[config.mk]
export PLATFORM = sky130hd
export DESIGN_NAME = flash_cmd_decoder
export DESIGN_NICKNAME = d
export VERILOG_FILES = /design/src/rtl/flash_cmd_pkg.sv /design/src/rtl/flash_cmd_rst_sync.sv /design/src/rtl/flash_cmd_wake.sv /design/src/rtl/flash_cmd_op_timer.sv /design/src/rtl/flash_cmd_decoder.sv
export SDC_FILE = /design/constraint.sdc
export NUM_CORES = 1
export LEC_CHECK = 0
export ABC_AREA = 1
export BUFFER_PORTS_ARGS = -buffer_cell sky130_fd_sc_hd__buf_2
export CELL_PAD_IN_SITES_DETAIL_PLACEMENT = 0
export CELL_PAD_IN_SITES_GLOBAL_PLACEMENT = 1
export CORE_MARGIN = 2
export CORE_UTILIZATION = 38
export DETAILED_ROUTE_END_ITERATION = 16
export PLACE_DENSITY_LB_ADDON = 0.1
export SYNTH_ARGS = -nofsm -noshare
export SYNTH_HDL_FRONTEND = slang
export SYNTH_SLANG_ARGS = --single-unit
[constraint.sdc]
create_clock -name clk -period 2.58 [get_ports clk]
set_input_delay 0.387 -clock clk [delete_from_list [all_inputs] [get_ports clk]]
set_output_delay 0.387 -clock clk [all_outputs]
set_load 0.01 [all_outputs]
[src/rtl/flash_cmd_pkg.sv]
package flash_cmd_pkg;

  typedef enum logic [1:0] {
    RM_ARRAY  = 2'd0,
    RM_IDENT  = 2'd1,
    RM_QUERY  = 2'd2,
    RM_STATUS = 2'd3
  } rd_mode_e;

  typedef enum logic [2:0] {
    OP_NONE     = 3'd0,
    OP_PROG     = 3'd1,
    OP_ERASE    = 3'd2,
    OP_BUFPROG  = 3'd3,
    OP_EFP      = 3'd4,
    OP_LOCK     = 3'd5,
    OP_UNLOCK   = 3'd6,
    OP_LOCKDOWN = 3'd7
  } op_kind_e;

  typedef enum logic [2:0] {
    SQ_IDLE,
    SQ_PROG,
    SQ_ERASE,
    SQ_LOCK,
    SQ_BCOUNT,
    SQ_BDATA,
    SQ_EFP
  } seq_e;

  localparam logic [7:0] C_MODE_ARRAY  = 8'hFF;
  localparam logic [7:0] C_MODE_IDENT  = 8'h90;
  localparam logic [7:0] C_MODE_QUERY  = 8'h98;
  localparam logic [7:0] C_MODE_STATUS = 8'h70;
  localparam logic [7:0] C_CLR_STATUS  = 8'h50;
  localparam logic [7:0] C_PROG_A      = 8'h40;
  localparam logic [7:0] C_PROG_B      = 8'h10;
  localparam logic [7:0] C_ERASE       = 8'h20;
  localparam logic [7:0] C_LOCK_SETUP  = 8'h60;
  localparam logic [7:0] C_BUF_SETUP   = 8'hE8;
  localparam logic [7:0] C_EFP_SETUP   = 8'h80;
  localparam logic [7:0] C_CONFIRM     = 8'hD0;
  localparam logic [7:0] C_SUSPEND     = 8'hB0;
  localparam logic [7:0] C_LOCK        = 8'h01;
  localparam logic [7:0] C_LOCKDOWN    = 8'h2F;

endpackage

[src/rtl/flash_cmd_rst_sync.sv]
module flash_cmd_rst_sync (
  input  logic clk,
  input  logic arst_n,
  output logic srst_n
);
  logic meta_q;
  logic hold_q;

  always_ff @(posedge clk or negedge arst_n) begin
    if (!arst_n) begin
      meta_q <= 1'b0;
      hold_q <= 1'b0;
    end else begin
      meta_q <= 1'b1;
      hold_q <= meta_q;
    end
  end

  assign srst_n = hold_q;
endmodule

[src/rtl/flash_cmd_wake.sv]
module flash_cmd_wake #(
  parameter int WAKE_CYCLES = 100
) (
  input  logic clk,
  input  logic rst_n,
  output logic awake
);
  localparam int WW = $clog2(WAKE_CYCLES + 1) + 1;
  localparam logic [WW-1:0] LIMIT = WW'(WAKE_CYCLES);

  logic [WW-1:0] cnt_q, cnt_d;
  logic          cnt_en;

  assign awake  = (cnt_q == LIMIT);
  assign cnt_en = !awake;

  always_comb begin
    cnt_d = cnt_q;
    if (cnt_en) cnt_d = cnt_q + 1'b1;
  end

  always_ff @(posedge clk or negedge rst_n) begin
    if (!rst_n) cnt_q <= '0;
    else        cnt_q <= cnt_d;
  end

  a_r1_awake_sticky: assert property (@(posedge clk) disable iff (!rst_n)
    awake |=> awake);
  a_r1_count_bounded: assert property (@(posedge clk) disable iff (!rst_n)
    cnt_q <= LIMIT);
endmodule

[src/rtl/flash_cmd_op_timer.sv]
module flash_cmd_op_timer #(
  parameter int OP_CYCLES = 200
) (
  input  logic clk,
  input  logic rst_n,
  input  logic start,
  input  logic freeze,
  output logic busy
);
  localparam int TW = $clog2(OP_CYCLES + 1) + 1;
  localparam logic [TW-1:0] LOAD = TW'(OP_CYCLES);

  logic [TW-1:0] cnt_q, cnt_d;
  logic          busy_q, busy_d;
  logic          tick_en;

  assign tick_en = busy_q && !freeze;
  assign busy    = busy_q;

  always_comb begin
    cnt_d  = cnt_q;
    busy_d = busy_q;
    if (start) begin
      cnt_d  = LOAD;
      busy_d = 1'b1;
    end else if (tick_en) begin
      if (cnt_q <= 1) begin
        cnt_d  = '0;
        busy_d = 1'b0;
      end else begin
        cnt_d = cnt_q - 1'b1;
      end
    end
  end

  always_ff @(posedge clk or negedge rst_n) begin
    if (!rst_n) begin
      cnt_q  <= '0;
      busy_q <= 1'b0;
    end else begin
      cnt_q  <= cnt_d;
      busy_q <= busy_d;
    end
  end

  a_r11_frozen_hold: assert property (@(posedge clk) disable iff (!rst_n)
    (busy_q && freeze && !start) |=> ($stable(cnt_q) && busy_q));
  a_r10_no_restart: assert property (@(posedge clk) disable iff (!rst_n)
    busy_q |-> !start);
  a_r11_no_end_frozen: assert property (@(posedge clk) disable iff (!rst_n)
    (busy_q && freeze) |=> busy_q);
endmodule

[src/rtl/flash_cmd_decoder.sv]
module flash_cmd_decoder
  import flash_cmd_pkg::*;
#(
  parameter int AW          = 16,
  parameter int DW          = 16,
  parameter int WAKE_CYCLES = 100,
  parameter int OP_CYCLES   = 200,
  parameter int BUF_MAX     = 32
) (
  input  logic          clk,
  input  logic          rst_n,
  input  logic          wr_en,
  input  logic [AW-1:0] wr_addr,
  input  logic [DW-1:0] wr_data,
  input  logic          rd_en,
  output logic          rd_grant,
  output logic [1:0]    rd_mode,
  output logic          awake,
  output logic          op_req,
  output logic [2:0]    op_kind,
  output logic [AW-1:0] op_addr,
  output logic [DW-1:0] op_data,
  output logic [7:0]    status
);
  localparam int CW = $clog2(BUF_MAX) + 1;
  localparam logic [DW-1:0] BUF_TOP = DW'(BUF_MAX - 1);

  logic srst_n;
  logic busy;
  logic tmr_start;

  seq_e          seq_q, seq_d;
  rd_mode_e      mode_q, mode_d;
  op_kind_e      kind_q, kind_d;
  op_kind_e      act_q, act_d;
  logic          err_q, err_d;
  logic          susp_q, susp_d;
  logic          req_q, req_d;
  logic [AW-1:0] addr_q, addr_d;
  logic [DW-1:0] data_q, data_d;
  logic [AW-1:0] blk_q, blk_d;
  logic [CW-1:0] remain_q, remain_d;
  logic [CW-1:0] bcnt_q, bcnt_d;

  logic          accept;
  logic [7:0]    cmd;
  logic          launch;
  op_kind_e      l_kind;
  logic [AW-1:0] l_addr;
  logic [DW-1:0] l_data;
  logic          seq_fail;
  logic          timed;

  flash_cmd_rst_sync u_rst (
    .clk    (clk),
    .arst_n (rst_n),
    .srst_n (srst_n)
  );

  flash_cmd_wake #(.WAKE_CYCLES(WAKE_CYCLES)) u_wake (
    .clk   (clk),
    .rst_n (srst_n),
    .awake (awake)
  );

  flash_cmd_op_timer #(.OP_CYCLES(OP_CYCLES)) u_timer (
    .clk    (clk),
    .rst_n  (srst_n),
    .start  (tmr_start),
    .freeze (susp_q),
    .busy   (busy)
  );

  assign accept = wr_en && awake;
  assign cmd    = wr_data[7:0];

  // Command decoding: which sequence step, launch or error this write causes
  always_comb begin
    seq_d    = seq_q;
    mode_d   = mode_q;
    err_d    = err_q;
    susp_d   = susp_q;
    blk_d    = blk_q;
    remain_d = remain_q;
    bcnt_d   = bcnt_q;
    launch   = 1'b0;
    l_kind   = OP_NONE;
    l_addr   = wr_addr;
    l_data   = wr_data;
    seq_fail = 1'b0;
    if (accept) begin
      if (busy && !susp_q) begin
        if (cmd == C_SUSPEND) susp_d = 1'b1;
      end else if (susp_q) begin
        case (cmd)
          C_MODE_ARRAY:  mode_d = RM_ARRAY;
          C_MODE_IDENT:  mode_d = RM_IDENT;
          C_MODE_QUERY:  mode_d = RM_QUERY;
          C_MODE_STATUS: mode_d = RM_STATUS;
          C_CLR_STATUS:  err_d  = 1'b0;
          C_CONFIRM: begin
            susp_d = 1'b0;
            mode_d = RM_STATUS;
          end
          default: ;
        endcase
      end else begin
        case (seq_q)
          SQ_IDLE: begin
            blk_d = wr_addr;
            case (cmd)
              C_MODE_ARRAY:       mode_d = RM_ARRAY;
              C_MODE_IDENT:       mode_d = RM_IDENT;
              C_MODE_QUERY:       mode_d = RM_QUERY;
              C_MODE_STATUS:      mode_d = RM_STATUS;
              C_CLR_STATUS:       err_d  = 1'b0;
              C_PROG_A, C_PROG_B: seq_d  = SQ_PROG;
              C_ERASE:            seq_d  = SQ_ERASE;
              C_LOCK_SETUP:       seq_d  = SQ_LOCK;
              C_BUF_SETUP:        seq_d  = SQ_BCOUNT;
              C_EFP_SETUP:        seq_d  = SQ_EFP;
              default: ;
            endcase
          end
          SQ_PROG: begin
            launch = 1'b1;
            l_kind = OP_PROG;
          end
          SQ_ERASE: begin
            if (cmd == C_CONFIRM) begin
              launch = 1'b1;
              l_kind = OP_ERASE;
              l_data = '0;
            end else begin
              seq_fail = 1'b1;
            end
          end
          SQ_LOCK: begin
            l_addr = blk_q;
            l_data = '0;
            case (cmd)
              C_LOCK:     begin launch = 1'b1; l_kind = OP_LOCK;     end
              C_CONFIRM:  begin launch = 1'b1; l_kind = OP_UNLOCK;   end
              C_LOCKDOWN: begin launch = 1'b1; l_kind = OP_LOCKDOWN; end
              default:    seq_fail = 1'b1;
            endcase
          end
          SQ_BCOUNT: begin
            if (wr_data > BUF_TOP) begin
              seq_fail = 1'b1;
            end else begin
              remain_d = CW'(wr_data);
              bcnt_d   = CW'(wr_data);
              seq_d    = SQ_BDATA;
            end
          end
          SQ_BDATA: begin
            if (remain_q == '0) begin
              launch = 1'b1;
              l_kind = OP_BUFPROG;
              l_addr = blk_q;
              l_data = {{(DW-CW){1'b0}}, bcnt_q};
            end else begin
              remain_d = remain_q - 1'b1;
            end
          end
          SQ_EFP: begin
            if (cmd == C_CONFIRM) begin
              launch = 1'b1;
              l_kind = OP_EFP;
              l_data = '0;
            end else begin
              seq_fail = 1'b1;
            end
          end
          default: seq_d = SQ_IDLE;
        endcase
        if (launch || seq_fail) seq_d = SQ_IDLE;
        if (seq_fail) begin
          err_d  = 1'b1;
          mode_d = RM_STATUS;
        end
      end
    end
  end

  assign timed = launch && (l_kind inside {OP_PROG, OP_ERASE, OP_BUFPROG, OP_EFP});
  assign tmr_start = timed;

  // Request outputs and the kind of the running operation
  always_comb begin
    req_d  = launch;
    kind_d = kind_q;
    addr_d = addr_q;
    data_d = data_q;
    act_d  = act_q;
    if (launch) begin
      kind_d = l_kind;
      addr_d = l_addr;
      data_d = l_data;
    end
    if (timed) act_d = l_kind;
  end

  always_ff @(posedge clk or negedge srst_n) begin
    if (!srst_n) begin
      seq_q    <= SQ_IDLE;
      mode_q   <= RM_ARRAY;
      err_q    <= 1'b0;
      susp_q   <= 1'b0;
      blk_q    <= '0;
      remain_q <= '0;
      bcnt_q   <= '0;
      req_q    <= 1'b0;
      kind_q   <= OP_NONE;
      act_q    <= OP_NONE;
      addr_q   <= '0;
      data_q   <= '0;
    end else begin
      seq_q    <= seq_d;
      mode_q   <= timed ? RM_STATUS : mode_d;
      err_q    <= err_d;
      susp_q   <= susp_d;
      blk_q    <= blk_d;
      remain_q <= remain_d;
      bcnt_q   <= bcnt_d;
      req_q    <= req_d;
      kind_q   <= kind_d;
      act_q    <= act_d;
      addr_q   <= addr_d;
      data_q   <= data_d;
    end
  end

  assign rd_grant = rd_en && awake;
  assign rd_mode  = mode_q;
  assign op_req   = req_q;
  assign op_kind  = kind_q;
  assign op_addr  = addr_q;
  assign op_data  = data_q;
  assign status   = {(!busy || susp_q),
                     (susp_q && act_q == OP_ERASE),
                     1'b0,
                     err_q,
                     1'b0,
                     (susp_q && act_q != OP_ERASE),
                     2'b00};

  a_r4_req_single: assert property (@(posedge clk) disable iff (!srst_n)
    op_req |=> !op_req);
  a_r10_busy_no_req: assert property (@(posedge clk) disable iff (!srst_n)
    (busy && !susp_q) |=> !op_req);
  a_r10_launch_busy: assert property (@(posedge clk) disable iff (!srst_n)
    (op_req && op_kind inside {3'd1, 3'd2, 3'd3, 3'd4}) |-> (!status[7] && rd_mode == 2'd3));
  a_r6_lock_ready: assert property (@(posedge clk) disable iff (!srst_n)
    (op_req && op_kind >= 3'd5 && !$past(busy)) |-> status[7]);
  a_r9_err_status: assert property (@(posedge clk) disable iff (!srst_n)
    $rose(err_q) |-> (rd_mode == 2'd3 && !op_req));
  a_r11_susp_needs_op: assert property (@(posedge clk) disable iff (!srst_n)
    susp_q |-> busy);
  a_r1_asleep_quiet: assert property (@(posedge clk) disable iff (!srst_n)
    !awake |=> (!op_req && $stable(rd_mode)));
endmodule

==> metrics.log, run 1 <==
INFO  metric die-width = ~120 microns
INFO  metric drc = 0
INFO  metric first_global_vias = approximately 4,100
INFO  metric worstSetupEndpointType = flip-flop
INFO  metric holdWs = roughly 0.27 ns
INFO  metric commonest_non_fill_non_tap_cells_in_the_layout = 148 x nand2_1, 93 x dfrtp_1, 85 x nor2_1, 79 x buf_2, 62 x inv_1
INFO  metric final_net_count = 743
INFO  metric synth-compound-area-share = 0.1084
INFO  metric clock_buffer_count_from_cts = 9
INFO  metric grt_max_degree = between 40 and 50
INFO  metric synth_area = 5021 sq um
INFO  metric worstMarginPinSlew = 0.6391 ns
INFO  metric syn_area_per_cell = about 8 sq um
INFO  metric number_of_clock_sinks = 94
INFO  metric worst_skew_pair.late_latency = around 0.35 ns
INFO  metric async_set_reset_flop_share_out_of_synthesis = 1.000
INFO  metric synth_top_cells_by_area = dfrtp_1 47%, nand2_1 11%, nor2_1 6.4%, inv_1 4.6%, o21ai_0 3.8%
INFO  metric setup_tns = 0 ns
INFO  metric gp_congestion = roughly 0.84
INFO  metric synth_enable_flop_cells = 0
INFO  metric coreArea = 12,770 sq um
INFO  metric ctsHtreeMaxLevel = 3
INFO  metric dpl.hpwl = between 9000 and 10,000 microns
INFO  metric largest_family_of_logic_cells_by_synthesized_area = simple AND/OR/NAND/NOR gates
INFO  metric worst_ep_arrival_time = between 2 and 2.5 ns
INFO  metric pwr_density_cell = about 560 nW/um^2
INFO  metric crit_type = flip-flop to flip-flop
INFO  metric synth.yosys.seq_area_share = 0.4685
INFO  metric signed_area_change_from_the_synthesized_netlist_to_the_final_layout = 16.60%
INFO  metric grtUsageTotal = 0.1800
INFO  metric post-synth-top-area-cell = dfrtp_1
INFO  metric status = completed
INFO  metric routed-via-count = about 4,200
INFO  metric worst_clock_skew = about 0.0058 ns
INFO  metric postCtsSetupBuffers = 0
INFO  metric num_io_pins = 84
INFO  metric worst-endpoint-required = roughly 2.8 ns
INFO  metric std_cell_rows = between 40 and 50
INFO  metric final-setup-viol-count = 0
INFO  metric synth-simple-area-share = 0.2729
INFO  metric drive_above_1_share = 0.2153
INFO  metric max_cap_viol_count = 0
INFO  metric critical_path.max_fanout = 28
INFO  metric commonest_non_fill_non_tap_cell_in_the_layout = nand2_1
INFO  metric die_h = roughly 120 microns
INFO  metric yosysTopAreaCellShare = 0.4685
INFO  metric gr-total-overflow = 0
INFO  metric grt_pass1_wl = 20,270 microns
INFO  metric wirelength = between 10,000 and 15,000 microns
INFO  metric start_kind = flip-flop
INFO  metric timing.final.crit_share = 0.8590
INFO  metric leakage = between 3 and 4 nW
INFO  metric antenna_violations_before_repair = 0
INFO  metric initialDrtViolationCount = ~300
INFO  metric setup_repair_after_global_routing_missed_its_margin = false
INFO  metric post_synth_mux_area_share = 0.03588
INFO  metric hold_path_class = primary input to flip-flop
INFO  metric post_synth_fa_ha_maj_area_fraction = 0.01495
INFO  metric routed_via_density = about 4.8
INFO  metric synth_flop_cell = dfrtp_1
INFO  metric root_buffer = clkbuf_16
INFO  metric routedWlPerCell = ~14 microns
INFO  metric irDropWorstVdd = about 0.37 mV
INFO  metric slew_headroom = 0.5739
INFO  metric clock_transition_at_the_registers_of_the_reported_paths = about 0.060 ns
INFO  metric syn-instance-count = around 600
INFO  metric cts_buffer_depth = 2
INFO  metric synth_cell_types = 47
INFO  metric area_of_the_die = 14,150 sq um
INFO  metric antenna_cells = 0
INFO  metric drv_slew = 0
INFO  metric initial_utilization = 0.3931
INFO  metric synthXorXnorAreaFrac = 0.01570
INFO  metric tritoncts_clock_tree = done
INFO  metric final_antenna_net_count = 0
INFO  metric firstDrtPassIters = 5
INFO  metric min_tclk_post_route = 2.216 ns
INFO  metric final_hold_viol_count = 0
INFO  metric port-buffer-count = a little under 80
INFO  metric synthesis.yosys.warnings = 0
INFO  metric synth.ff_latch_count = 94
INFO  metric upper_clock_frequency_limit = 0.4512 GHz
[Yosys cell counts, drive strengths merged, types with 2 or more instances]
master  instances
xnor2           2
o21ai          38
nor2           96
nor4            2
nand3          32
clkbuf          4
buf            15
dfrtp          94
nand2         160
o22ai           3
xor2            7
a31oi          21
mux2           16
nor3            4
inv            70
a21oi          25
conb            2
nand4           7
ha              6
o211ai          2
a22oi           3
[flip-flops by register name (all words and copies together), names as in the netlist]
name           flops
u_wake.cnt_q       8
remain_q           6
rd_mode            2
op_kind            3
op_data           16
u_timer.busy       1
op_req             1
u_rst.meta_q       1
err_q              1
blk_q             16
act_q              3
u_rst.srst_n       1
op_addr           16
seq_q              3
susp_q             1
u_timer.cnt_q      9
bcnt_q             6
[layer usage]
| layer | GRT usage | part of all wire |
|---|---|---|
| met3 | 0.04693 | 0.046 |
| met2 | 0.2906 | 0.47 |
| met5 | 0 | 0 |
| met4 | 0.04911 | 0.011 |
| met1 | 0.2393 | 0.47 |
[area by class of cell]
cell class | instances | area [sq um]
Fill cell | 1280 | 6919
Sequential cell | 94 | 2356
Multi-Input combinational cell | 437 | 2267
Timing Repair Buffer | 88 | 478.0
Inverter | 71 | 270.3
Clock buffer | 10 | 229.0
Tap cell | 172 | 215.2
Clock inverter | 6 | 38.79
[worst max-delay path: stages (launching register included)]
cell	delay [ns]
dfrtp_1	0.38
inv_1	0.10
ha_1	0.20
inv_1	0.06
nor2_1	0.19
nand4_4	0.20
clkinv_2	0.17
nand2_4	0.17
inv_4	0.24
buf_12	0.20
nor2_1	0.05
a31oi_1	0.15
[where the power goes]
group          switching (mW)  total, mW  leakage (nW)  internal, mW
Sequential              0.103       1.66          1.23          1.56
Combinational           0.266      0.422          1.78         0.157
Clock                   0.567       1.22         0.128         0.650
[what timing repair did]
| action | CTS | global route |
|---|---|---|
| gates resized for setup | 0 | 0 |
| endpoints found under the hold margin | 2 | 0 |
| hold buffers | 1 | 0 |
[cell families (layout without fill, tap and decap cells)]
kind of cell             Yosys count  count (layout)
AO/OA/AOI/OAI                     95              95
XOR/XNOR                           9               9
adder cells (fa/ha/maj)            6               6
buffers and inverters             90             175
flip-flops                        94              94
multiplexers                      16              16
other                              2               5
AND/OR/NAND/NOR                  306             306
[final timing paths]
path,start,endpoint,slack [ns],depth (start not counted)
setup / recovery,u_wake.cnt_q[0],op_data[1],0.36,11
hold reg to reg,u_rst.srst_n,remain_q[3],0.35,0
max in group asynchronous,u_rst.srst_n,u_wake.cnt_q[3],1.51,1
setup reg to reg,u_wake.cnt_q[0],op_data[1],0.36,11
min in group asynchronous,rst_n,u_rst.srst_n,0.35,2
hold / removal,wr_addr[8],blk_q[8],0.27,2
[metrics by stage]
stage / power, mW / cell area (sq um) / utilization / std cells / worst slack, ns
2_1_floorplan: 1.964 / 5034 / - / 621 / 0.6889
3_3_place_gp: 2.103 / 5577 / 0.4366 / 861 / 0.3974
3_5_place_dp: 2.110 / 5577 / 0.4366 / 861 / 0.3714
4_1_cts: 3.356 / 5854 / 0.4583 / 878 / 0.3436
5_1_grt: 3.490 / 5854 / 0.4583 / 878 / 0.1421
6_report: 3.297 / 5854 / 0.4583 / 878 / 0.3639
(Power assumes the default switching activity.)
==> run 2, diff against run 1 <==
PLACE_DENSITY_LB_ADDON = 0.25   (was 0.1)
==> run 2 against run 1 <==
Net effect:
- critical path depth unchanged
- final area increased by 0.49%
- worst hold slack got worse by 0.0048 ns
- critical path type unchanged
- critical endpoint is now op_addr[13]
- largest cell class unchanged
- largest power group unchanged
- highest routed layer unchanged
==> metrics.log, run 2 (synthesized netlist as in run 1, its figures left out) <==
INFO  metric switching_power_of_the_nets = 928.2 uW (-0.77%)
INFO  metric final-setup-viol-count = 0 (unchanged)
INFO  metric worstSetupEndpointType = flip-flop
INFO  metric critical_path.cell_chain = inv_1 -> ha_1 -> inv_1 -> nor2_1 -> nand4_4 -> clkinv_2 -> nand2_4 -> inv_6 -> buf_4 -> nor2_1 -> a31oi_1
INFO  metric start_kind = flip-flop
INFO  metric upper_clock_frequency_limit = 0.4404 GHz (-2.4%)
INFO  metric max_cap_viol_count = 0 (unchanged)
INFO  metric routed-via-count = 4,202 (+0.17%)
INFO  metric die_h = 119.0 microns (unchanged)
INFO  metric dpl.hpwl = 8930 microns (-1.9%)
INFO  metric worst_ep_arrival_time = 2.53 ns (+0.05 ns)
INFO  metric irDropWorstVdd = 0.2892 mV (-22%)
INFO  metric final_hold_viol_count = 0 (unchanged)
INFO  metric root_buffer = clkbuf_16
INFO  metric tritoncts_clock_tree = done
INFO  metric critical_path.max_fanout = 32 (+14%)
INFO  metric drc = 0 (unchanged)
INFO  metric initialDrtViolationCount = 218 (-29%)
INFO  metric grt_max_degree = 45 (-4.3%)
INFO  metric setup_repair_after_global_routing_missed_its_margin = false
INFO  metric timing.critical_path.slowest_stage_cell = dfrtp_1
INFO  metric cp_slowest_stage_delay = 0.37 ns (about the same)
INFO  metric ctsHtreeMaxLevel = 3 (unchanged)
INFO  metric firstDrtPassIters = 5 (unchanged)
INFO  metric rr_startpoint = u_wake.cnt_q[0]
INFO  metric timing.final.crit_share = 0.8801 (+0.02114)
INFO  metric antenna_cells = 0 (unchanged)
INFO  metric num_io_pins = 84 (unchanged)
INFO  metric hold_path_class = primary input to flip-flop
INFO  metric clock_transition_at_the_registers_of_the_reported_paths = 0.07 ns (about the same)
INFO  metric crit_type = flip-flop to flip-flop
INFO  metric cp-endpoint = op_addr[13]
INFO  metric gp_congestion = 0.8492 (+0.83%)
INFO  metric commonest_non_fill_non_tap_cells_in_the_layout = 148 x nand2_1, 93 x dfrtp_1, 85 x nor2_1, 79 x buf_2, 62 x inv_1
INFO  metric number_of_cells_on_the_worst_reg_to_reg_path = 11 (unchanged)
INFO  metric routedWlPerCell = 13.28 microns (-2.5%)
INFO  metric reg2reg_setup_slack = 0.31 ns (-0.05 ns)
INFO  metric pwr_density_cell = 570.7 nW/um^2 (+1.3%)
INFO  metric worst-endpoint-required = 2.84 ns (about the same)
INFO  metric gr-total-overflow = 0 (unchanged)
INFO  metric port-buffer-count = 79 (unchanged)
INFO  metric antenna_violations_before_repair = 1 (+1)
INFO  metric worst_clock_skew = 0.01024 ns (+0.004411 ns)
INFO  metric number_of_clock_sinks = 94 (unchanged)
INFO  metric power_frac_clock = 0.379 (+0.010)
INFO  metric worst_reg2reg_endpoint = op_addr[13]
INFO  metric first_global_vias = 4,189 (+1.2%)
INFO  metric power.combinational.fraction = 0.128 (about the same)
INFO  metric power_switching_share = 0.2765 (-0.007237)
INFO  metric final_net_count = 744 (+0.13%)
INFO  metric worst_skew_pair.late_latency = 0.35 ns (about the same)
INFO  metric cts_buffer_depth = 2 (unchanged)
INFO  metric leakage = 3.157 nW (+0.55%)
INFO  metric initial_utilization = 0.3931 (unchanged)
INFO  metric grtUsageTotal = 0.1799 (about the same)
INFO  metric cp_top_family = buffers and inverters
INFO  metric holdWs = 0.2667 ns (-0.004840 ns)
INFO  metric clock_buffer_count_from_cts = 9 (unchanged)
INFO  metric drv_slew = 0 (unchanged)
INFO  metric routed_via_density = 4.780 (about the same)
INFO  metric signed_area_change_from_the_synthesized_netlist_to_the_final_layout = 17.17%
INFO  metric drive_above_1_share = 0.2164 (+0.001110)
INFO  metric cp_num_buf_inv = 5 (unchanged)
INFO  metric area_of_the_die = 14,150 sq um (unchanged)
INFO  metric std_cell_rows = 41 (unchanged)
INFO  metric commonest_non_fill_non_tap_cell_in_the_layout = nand2_1
INFO  metric cellInternalPower = 2.429 mW (+2.9%)
INFO  metric critical_path.startpoint = u_wake.cnt_q[0]
INFO  metric wirelength = 11,670 microns (-2.4%)
INFO  metric cp.depth = 11 (unchanged)
INFO  metric fin_util = 0.4606 (+0.002253)
INFO  metric status = completed
INFO  metric min_tclk_post_route = 2.271 ns (+0.05455 ns)
INFO  metric final_antenna_net_count = 0 (unchanged)
INFO  metric coreArea = 12,770 sq um (unchanged)
INFO  metric grt_pass1_wl = 20,400 microns (+0.65%)
INFO  metric sequentialPowerShare = 0.493 (-0.010)
INFO  metric slew_headroom = 0.6059 (+0.03195)
INFO  metric worstMarginPinSlew = 0.5912 ns (-0.04793 ns)
INFO  metric die-width = 119.0 microns (unchanged)
INFO  metric setup_tns = 0 ns (unchanged)
INFO  metric postCtsSetupBuffers = 0 (unchanged)
[run 2: cell type report]
| class | count | area [sq um] |
|---|---|---|
| clock buffer | 12 | 256.5 |
| clock inverter | 4 | 30.03 |
| fill | 1311 | 6890 |
| inverter | 71 | 272.8 |
| multi-input combinational | 437 | 2267 |
| sequential | 94 | 2356 |
| tap | 172 | 215.2 |
| timing repair buffer | 89 | 485.5 |
[run 2: worst min path at each step]
stage / start / to / slack (ns) / depth (start not counted)
3_3_place_gp: rst_n / u_rst.meta_q / 0.17 / 1
5_1_grt: wr_addr[14] / blk_q[14] / 0.27 / 2
6_report: wr_addr[11] / blk_q[11] / 0.27 / 2
4_1_cts: wr_addr[6] / blk_q[6] / 0.25 / 2
3_5_place_dp: rst_n / u_rst.meta_q / 0.18 / 1
2_1_floorplan: rst_n / u_rst.meta_q / 0.09 / 0
[run 2: power by group through the flow]
| stage | Clock [mW] | Sequential (mW) | Combinational, mW |
|---|---|---|---|
| 5_1_grt | 1.38 | 1.67 | 0.504 |
| 6_report | 1.27 | 1.65 | 0.430 |
| 4_1_cts | 1.32 | 1.65 | 0.433 |
| 3_3_place_gp | 0 | 1.68 | 0.428 |
| 3_5_place_dp | 0 | 1.68 | 0.428 |
| 2_1_floorplan | 0 | 1.67 | 0.296 |
[run 2: through the flow]
step | total power [mW] | setup WS, ns | cell area, sq um | instances
6_report | 3.357 | 0.3094 | 5883 | 879
5_1_grt | 3.549 | 0.04018 | 5883 | 879
4_1_cts | 3.409 | 0.2173 | 5881 | 879
3_5_place_dp | 2.111 | 0.2415 | 5584 | 862
3_3_place_gp | 2.111 | 0.2997 | 5584 | 862
2_1_floorplan | 1.964 | 0.6889 | 5034 | 621
[run 2: per-layer routing]
layer | track usage | vias to the layer above | wire [microns]
met4 | 0.06994 | 0 | 230
li1 | - | 2155 | -
met1 | 0.2395 | 1959 | 5463
met2 | 0.2906 | 75 | 5490
met3 | 0.03305 | 13 | 486
met5 | 0 | - | 0
[run 2: what timing repair did]
action | CTS | global route
hold buffers | 1 | 0
hold endpoints to repair | 2 | 0
resized for setup | 0 | 1
endpoints found under the setup margin | 0 | 2
==> run 3, diff against run 2 <==
BUFFER_PORTS_ARGS = default   (was -buffer_cell sky130_fd_sc_hd__buf_2)
CELL_PAD_IN_SITES_DETAIL_PLACEMENT = default   (was 0)
CELL_PAD_IN_SITES_GLOBAL_PLACEMENT = default   (was 1)
CORE_UTILIZATION = 55   (was 38)
DONT_BUFFER_PORTS = 1   (was default)
==> run 3 against run 2 <==
Net effect:
- combinational power fell by 10%
- power fell by 10%
- utilization rose by 14 points
- sequential share of layout area rose by 4.4 points
- critical path type unchanged
- flip-flop and latch count did not move
- worst hold slack got worse by 0.13 ns
- worst setup slack got worse by 0.0096 ns
- critical endpoint is now op_addr[15]
- global-route usage rose by 5.0 points
- clock power fell by 24%
- final area fell by 10%
==> metrics.log, run 3 (synthesized netlist as in run 1, its figures left out) <==
INFO  metric gp_congestion = 0.9769 (+15%)
INFO  metric routed-via-count = 4,012 (-4.5%)
INFO  metric die-width = 99.55 microns (-16%)
INFO  metric routed_via_density = 5.473 (+14%)
INFO  metric commonest_non_fill_non_tap_cell_in_the_layout = nand2_1
INFO  metric cp_num_buf_inv = 4 (-1)
INFO  metric irDropWorstVdd = 0.3008 mV (+4.0%)
INFO  metric timing.critical_path.slowest_stage_cell = dfrtp_1
INFO  metric upper_clock_frequency_limit = 0.4386 GHz (-0.42%)
INFO  metric rr_startpoint = remain_q[0]
INFO  metric tritoncts_clock_tree = done
INFO  metric worst_reg2reg_endpoint = op_addr[15]
INFO  metric dpl.hpwl = 8147 microns (-8.8%)
INFO  metric std_cell_rows = 34 (-17%)
INFO  metric root_buffer = clkbuf_8
INFO  metric cts_buffer_depth = 2 (unchanged)
INFO  metric leakage = 2.726 nW (-14%)
INFO  metric cp.depth = 13 (+2)
INFO  metric final_net_count = 662 (-11%)
INFO  metric postCtsSetupBuffers = 0 (unchanged)
INFO  metric port-buffer-count = 0 (-100%)
INFO  metric start_kind = flip-flop
INFO  metric gr-total-overflow = 0 (unchanged)
INFO  metric antenna_cells = 0 (unchanged)
INFO  metric worstMarginPinSlew = 0.5981 ns (+0.006981 ns)
INFO  metric number_of_cells_on_the_worst_reg_to_reg_path = 13 (+2)
INFO  metric drv_slew = 0 (unchanged)
INFO  metric path_common_cell = nor2_1
INFO  metric wirelength = 10,750 microns (-7.9%)
INFO  metric reg2reg_setup_slack = 0.30 ns (about the same)
INFO  metric route.top_layer_used = met4
INFO  metric worst_clock_skew = 0.01159 ns (+0.001349 ns)
INFO  metric timing.final.crit_share = 0.8838 (+0.003704)
INFO  metric max_cap_viol_count = 0 (unchanged)
INFO  metric met3RoutedLength = 644 microns (+33%)
INFO  metric worst_ep_arrival_time = 2.58 ns (+0.05 ns)
INFO  metric cp_slowest_stage_delay = 0.39 ns (+0.02 ns)
INFO  metric initialDrtViolationCount = 212 (-2.8%)
INFO  metric coreArea = 8806 sq um (-31%)
INFO  metric pwr_density_cell = 568.2 nW/um^2 (-0.44%)
INFO  metric critical_path.startpoint = remain_q[0]
INFO  metric grt_max_degree = 49 (+8.9%)
INFO  metric drive_above_1_share = 0.1152 (-0.1012)
INFO  metric die_h = 99.55 microns (-16%)
INFO  metric final_hold_viol_count = 0 (unchanged)
INFO  metric firstDrtPassIters = 5 (unchanged)
INFO  metric critical_path.cell_chain = inv_1 -> ha_1 -> inv_1 -> nor2_1 -> nand2_1 -> nor2_4 -> nor2_1 -> nand3_2 -> nand2_4 -> inv_4 -> buf_4 -> nor2_1 -> a31oi_1
INFO  metric grtUsageTotal = 0.2296 (+0.04968)
INFO  metric final-setup-viol-count = 0 (unchanged)
INFO  metric area_of_the_die = 9909 sq um (-30%)
INFO  metric final_antenna_net_count = 0 (unchanged)
INFO  metric signed_area_change_from_the_synthesized_netlist_to_the_final_layout = 5.457%
INFO  metric worst_slack = 0.2998 ns (-0.009556 ns)
INFO  metric routedWlPerCell = 14.66 microns (+10%)
INFO  metric hold_path_class = primary input to flip-flop
INFO  metric num_io_pins = 84 (unchanged)
INFO  metric cp-endpoint = op_addr[15]
INFO  metric initial_utilization = 0.5702 (+0.1771)
INFO  metric cts_resized = 0 (unchanged)
INFO  metric clock_transition_at_the_registers_of_the_reported_paths = 0.11 ns (+0.04 ns)
INFO  metric worst_skew_pair.late_latency = 0.37 ns (+0.02 ns)
INFO  metric grt_pass1_wl = 18,270 microns (-10%)
INFO  metric worstSetupEndpointType = flip-flop
INFO  metric min_tclk_post_route = 2.280 ns (+0.009556 ns)
INFO  metric setup_tns = 0 ns (unchanged)
INFO  metric drc = 0 (unchanged)
INFO  metric slew_headroom = 0.6012 (-0.004653)
INFO  metric post_cts_hold_buffer_count = 1 (unchanged)
INFO  metric worst-endpoint-required = 2.88 ns (+0.04 ns)
INFO  metric commonest_non_fill_non_tap_cells_in_the_layout = 148 x nand2_1, 93 x dfrtp_1, 85 x nor2_1, 62 x inv_1, 38 x o21ai_0
INFO  metric met2_length = 5152 microns (-6.2%)
INFO  metric clock_buffer_count_from_cts = 9 (unchanged)
INFO  metric first_global_vias = 4,000 (-4.5%)
INFO  metric setup_repair_after_global_routing_missed_its_margin = false
INFO  metric cp_top_family = simple AND/OR/NAND/NOR gates
INFO  metric critical_path.max_fanout = 34 (+6.3%)
INFO  metric wl_met1 = 4727 microns (-13%)
INFO  metric status = completed
INFO  metric detailedPlace.worstSlack = 0.3198 ns (+0.07832 ns)
INFO  metric antenna_violations_before_repair = 0 (-1)
INFO  metric ctsHtreeMaxLevel = 3 (unchanged)
INFO  metric crit_type = flip-flop to flip-flop
INFO  metric number_of_clock_sinks = 94 (unchanged)
INFO  metric hold_path.startpoint = wr_addr[13]
run 3: changes by cell type in the layout (fill, tap and decap cells not counted):
cell | before | now
inv_8 | 0 | 3
clkbuf_8 | 2 | 9
inv_6 | 2 | 1
buf_4 | 8 | 5
clkbuf_16 | 9 | 0
inv_4 | 0 | 1
clkbuf_1 | 1 | 0
buf_2 | 79 | 0
clkinv_2 | 2 | 1
clkinv_8 | 0 | 1
run 3: worst min-delay path by stage:
stage	to	slack [ns]	depth (start not counted)
detailed placement	u_rst.meta_q	0.09	0
floorplan	u_rst.meta_q	0.09	0
finish	blk_q[13]	0.14	1
global route	blk_q[9]	0.11	1
global placement	u_rst.meta_q	0.09	0
CTS	blk_q[13]	0.12	1
run 3: final cells by class:
class                   count  area (sq um)
multi-input cells         437          2267
fillers                   772          3511
flip-flops and latches     94          2356
inverters                  71         270.3
repair buffers              7         67.56
clock buffers               9         123.9
well taps                 108         135.1
clock inverters             7         75.07
run 3: per-layer routing:
layer	track usage	vias to the layer above
met2	0.3753	96
met4	0.08008	0
met5	0	-
met3	0.07238	20
met1	0.2893	1909
li1	-	1987
run 3: worst reg2reg max path, stage by stage (launching register included):
cell and delay, ns:
dfrtp_1 0.39, inv_1 0.12, ha_1 0.16, inv_1 0.03, nor2_1 0.11, nand2_1 0.11, nor2_4 0.16, nor2_1 0.11
nand3_2 0.11, nand2_4 0.14, inv_4 0.30, buf_4 0.27, nor2_1 0.05, a31oi_1 0.15
run 3: where the power goes:
part	total [mW]	switching [mW]	internal [mW]
clock	0.965	0.582	0.384
combinational	0.386	0.252	0.135
sequential	1.66	0.104	1.55
run 3: stage by stage:
step	util	total power, mW	cell area, sq um	hold WS [ns]	instances
floorplan	-	1.964	5034	0.09141	621
global placement	0.5776	2.047	5086	0.09147	716
detailed placement	0.5776	2.067	5086	0.09147	716
CTS	0.6013	3.035	5295	0.1246	733
global route	0.6013	3.180	5295	0.1099	733
finish	0.6013	3.008	5295	0.1361	733
